**config.mk**
```make
export PLATFORM = sky130hd
export DESIGN_NAME = aic_fmt_detect
export DESIGN_NICKNAME = d
export VERILOG_FILES = /design/src/rtl/aic_fmt_pkg.sv /design/src/rtl/aic_frame_ctr.sv /design/src/rtl/aic_ones_ctr.sv /design/src/rtl/aic_thresh_cmp.sv /design/src/rtl/aic_fmt_detect.sv
export SDC_FILE = /design/constraint.sdc
export NUM_CORES = 1
export LEC_CHECK = 0
export BUFFER_PORTS_ARGS = -buffer_cell sky130_fd_sc_hd__buf_4
export CAP_MARGIN = 40
export CORE_MARGIN = 2
export CORE_UTILIZATION = 60
export CTS_BUF_LIST = sky130_fd_sc_hd__clkbuf_4 sky130_fd_sc_hd__clkbuf_8
export DETAILED_ROUTE_END_ITERATION = 8
export PLACE_DENSITY = 0.87
export SYNTH_ARGS = -nofsm -noshare
export SYNTH_HDL_FRONTEND = slang
export SYNTH_HIERARCHICAL = 1
export SYNTH_SLANG_ARGS = --single-unit
export TNS_END_PERCENT = 20
```
**constraint.sdc**
```tcl
create_clock -name clk -period 2.3 [get_ports clk]
set_clock_uncertainty 0.1 [all_clocks]
set_input_delay 0.115 -clock clk [delete_from_list [all_inputs] [get_ports clk]]
set_output_delay 0.115 -clock clk [all_outputs]
set_load 0.005 [all_outputs]
```
**src/rtl/aic_fmt_pkg.sv**
```systemverilog
package aic_fmt_pkg;

   typedef enum logic {
      FMT_M23  = 1'b0,
      FMT_CBIT = 1'b1
   } fmt_e;

   function automatic int tally_width(input int frames);
      return $clog2(frames + 1);
   endfunction

   function automatic int index_width(input int frames);
      return $clog2(frames);
   endfunction

   function automatic bit is_pow2(input int n);
      return (n > 0) && ((n & (n - 1)) == 0);
   endfunction

endpackage

```
**src/rtl/aic_frame_ctr.sv**
```systemverilog
module aic_frame_ctr #(
   parameter int WIN_LEN = 1024
) (
   input  logic clk,
   input  logic rst_n,
   input  logic clr,
   input  logic stb,
   output logic win_last
);
   import aic_fmt_pkg::*;

   localparam int FRM_W = index_width(WIN_LEN);
   localparam logic [FRM_W-1:0] LAST_IDX = FRM_W'(WIN_LEN - 1);

   logic [FRM_W-1:0] idx_q;

   assign win_last = stb && (idx_q == LAST_IDX);

   generate
      if (is_pow2(WIN_LEN)) begin : g_wrap
         always_ff @(posedge clk or negedge rst_n) begin
            if (!rst_n)      idx_q <= '0;
            else if (clr)    idx_q <= '0;
            else if (stb)    idx_q <= idx_q + 1'b1;
         end
      end else begin : g_cmp
         always_ff @(posedge clk or negedge rst_n) begin
            if (!rst_n)        idx_q <= '0;
            else if (clr)      idx_q <= '0;
            else if (win_last) idx_q <= '0;
            else if (stb)      idx_q <= idx_q + 1'b1;
         end
      end
   endgenerate

endmodule

```
**src/rtl/aic_ones_ctr.sv**
```systemverilog
module aic_ones_ctr #(
   parameter int CNT_W = 11
) (
   input  logic             clk,
   input  logic             rst_n,
   input  logic             clr,
   input  logic             stb,
   input  logic             bit_in,
   input  logic             win_last,
   output logic [CNT_W-1:0] tally_incl
);
   logic [CNT_W-1:0] tally_q;

   assign tally_incl = tally_q + CNT_W'(stb & bit_in);

   always_ff @(posedge clk or negedge rst_n) begin
      if (!rst_n)        tally_q <= '0;
      else if (clr)      tally_q <= '0;
      else if (win_last) tally_q <= '0;
      else if (stb)      tally_q <= tally_incl;
   end

endmodule

```
**src/rtl/aic_thresh_cmp.sv**
```systemverilog
module aic_thresh_cmp #(
   parameter int CNT_W      = 11,
   parameter int SET_THRESH = 1020
) (
   input  logic             clk,
   input  logic             rst_n,
   input  logic             win_last,
   input  logic [CNT_W-1:0] tally,
   output logic             fmt
);
   import aic_fmt_pkg::*;

   localparam logic [CNT_W-1:0] THR = CNT_W'(SET_THRESH);

   fmt_e verdict;
   fmt_e state_q;

   assign verdict = (tally >= THR) ? FMT_CBIT : FMT_M23;
   assign fmt     = (state_q == FMT_CBIT);

   always_ff @(posedge clk or negedge rst_n) begin
      if (!rst_n)        state_q <= FMT_M23;
      else if (win_last) state_q <= verdict;
   end

endmodule

```
**src/rtl/aic_fmt_detect.sv**
```systemverilog
module aic_fmt_detect #(
   parameter int WIN_LEN    = 1024,
   parameter int SET_THRESH = 1020
) (
   input  logic clk,
   input  logic rst_n,
   input  logic lof,
   input  logic mf_stb,
   input  logic aic_bit,
   output logic cbit_fmt
);
   import aic_fmt_pkg::*;

   localparam int CNT_W = tally_width(WIN_LEN);

   generate
      if (WIN_LEN < 2) begin : g_bad_len
         $error("aic_fmt_detect: WIN_LEN must be at least 2");
      end
      if (SET_THRESH < 1 || SET_THRESH > WIN_LEN) begin : g_bad_thr
         $error("aic_fmt_detect: SET_THRESH must lie in 1..WIN_LEN");
      end
   endgenerate

   logic             stb_ok;
   logic             win_last;
   logic [CNT_W-1:0] tally;

   assign stb_ok = mf_stb & ~lof;

   aic_frame_ctr #(.WIN_LEN(WIN_LEN)) frm_i (
      .clk      (clk),
      .rst_n    (rst_n),
      .clr      (lof),
      .stb      (stb_ok),
      .win_last (win_last)
   );

   aic_ones_ctr #(.CNT_W(CNT_W)) ones_i (
      .clk        (clk),
      .rst_n      (rst_n),
      .clr        (lof),
      .stb        (stb_ok),
      .bit_in     (aic_bit),
      .win_last   (win_last),
      .tally_incl (tally)
   );

   aic_thresh_cmp #(.CNT_W(CNT_W), .SET_THRESH(SET_THRESH)) cmp_i (
      .clk      (clk),
      .rst_n    (rst_n),
      .win_last (win_last),
      .tally    (tally),
      .fmt      (cbit_fmt)
   );

endmodule

```
==> results.md <==
- Total number of H-tree levels: 1
- Max_cap viols: 0
- Status: complete, no violations
- Number of synthesis warnings: 6
- Reg power frac: 54.4%
- CTS Buf Count: 3
- Largest net degree at the start of global routing: 23
- Synthesized Nets: between 100 and 150
- Longest Clk Path Bufs: 2
- Leading cell type in the layout, fill and taps excluded: dfrtp_1
- Detail Route Antenna Nets: 0
- Placed wire-length estimate: 1730 um
- WL per Instance: 15.0 um
- Multi-input combinational cell area: 694 um2
- Post-route total power: 721 uW
- NetSw: 141 uW
- Die span in x: slightly above 50 um
- Max IR drop VDD: 411 uV
- Share of layout cells above drive strength 1: 12.1%
- Overall Global Routing Usage: a little over a fifth
- Period utilization: slightly below 90%
- CTS Sinks: 22
- Port bufs: 5
- Setup crit end kind: flip-flop
- Via count of the routed design: about 1100
- Finish-stage setup viols: 0
- Internal: 580 uW
- R2R cell count: 7
- Root Driver: clkbuf_4
- Max-slew headroom: 62.7%
- Gpl congestion: 0.962
- CP required: approximately 2400 ps
- Core footprint: roughly 2000 um2
- Sw frac: 19.6%
- DIE AREA: between 2000 and 3000 um2
- Startpoint types: flip-flop
- Crit path time final: 2040 ps
- Placed cell area: 1340 um2
- Starting DRT DRC Count: 19
- Pre-Repair DR Iteration Count: 4
- Final setup TNS: 0 ps
- Commonest non-fill, non-tap cells in the layout: 22 x dfrtp_1, 14 x a21oi_1, 11 x nor2_1
- Reg2reg end: cmp_i/fmt
- Vias per std cell: approximately 6.3
- Clock power share: 40.3%
- Worst Tran Pin Value: 554 ps
- Critical Setup Path Class: reg2reg
- Reg clk slew, reported paths: roughly 120 ps
- Reg2reg setup slack: between 200 and 300 ps
- Initial antenna violation count: 0
- Layout area overhead: 7.82%
- NumNets Final: 150
- Synth Cell Area: 1310 um2
- Post-route cell area: 1420 um2
- Leakage: ~0.00059 uW
- Vias in the first global route: 980
- Final Max Tran Viols: 0
- First-pass GRT wire length: 4260 um
- Row Count: 16
- Min-delay worst type: in2async
- DRC Markers: 0
- Logic pwr share: 5.3%
- Pre-CTS setup slack: around 120 ps
- Max frequency: around 500 MHz
- I/O Pins: 6
- Post-Route WL: approximately 2500 um
- Final Hold Viols: 0
- CTS tree: done
- Cell area power density: a little over 500 nW/um2
- Reg-to-reg critical path startpoint: ones_i/tally_q[0]
- Seq. cell area: 551 um2
- Initial Util: 64.9%
- Congestion Overflow GR: 0
- Die H: 50.8 um
- Crit-path max FO: 12
- Arrival @ worst endpoint: 2170 ps
- Fill cells: 151
- Unrepaired setup endpoints after global routing: false
- Diode count: 0
- Final Util: a little over two thirds
- Mapped Avg Cell Area: 9.58 um2
- Gate Count Post-Synth: between 100 and 150
- Clock latency at the later pin of the worst-skew pair: 300 ps
- Final worst slack: around 260 ps
- CP Launch Point: ones_i/tally_q[0]
- Setup bufs post-CTS: 0
[power groups by stage]
stage	Combinational [uW]	Clock, uW	Sequential [uW]
after floorplan	18.9	0	399
after global placement	35.0	0	400
after detailed placement	36.4	0	400
after CTS	39.1	298	392
after global routing	43.7	319	393
final	38.3	290	392
[flip-flops by register name (all words and copies together), names as in the netlist]
signal and cells:
cmp_i/fmt 1, ones_i/tally_q 11, frm_i/idx_q 10
[critical path: stages, from the launching register on]
cell and delay, ps:
dfrtp_1 400, ha_1 210, nand4_2 300, nor3_1 310, xor2_1 200, and4_1 220
a21oi_1 70, a21oi_1 150
[metrics by stage]
stage | hold slack (ps) | std cells
floorplan | -281 | 137
detailed placement | -80.4 | 162
finish | 118 | 168
global route | 122 | 168
CTS | 115 | 168
global placement | -84.8 | 162
[worst max path at each step]
stage | end | slack, ps | cells after the start
after global routing | cmp_i/fmt | 110 | 7
final | cmp_i/fmt | 260 | 7
after floorplan | cmp_i/fmt | 350 | 10
after CTS | cmp_i/fmt | 290 | 7
after detailed placement | cmp_i/fmt | 120 | 10
after global placement | cmp_i/fmt | 220 | 10
[final cells by class]
type,count,area share [%]
multi-input cells,102,49.1
flip-flops and latches,22,38.9
repair buffers,8,4.60
well taps,27,2.39
clock inverters,1,2.12
clock buffers,3,1.59
inverters,5,1.33
[per-layer routing]
| layer | share of wire, % | GRT usage (%) | wire length, um | up-vias |
|---|---|---|---|---|
| met5 | 0 | 0 | 0 | - |
| met4 | 0.67 | 4.50 | 17 | 0 |
| met3 | 3.5 | 2.98 | 88 | 2 |
| met2 | 47 | 36.4 | 1190 | 37 |
| met1 | 48 | 29.1 | 1220 | 510 |
| li1 | - | - | - | 511 |
[timing repair]
action / 4_1_cts / 5_1_grt
setup endpoints to repair: 0 / 0
endpoints found under the hold margin: 32 / 0
hold buffers: 2 / 0
gates resized for setup: 0 / 0
Power figures use the tool's default switching activity.
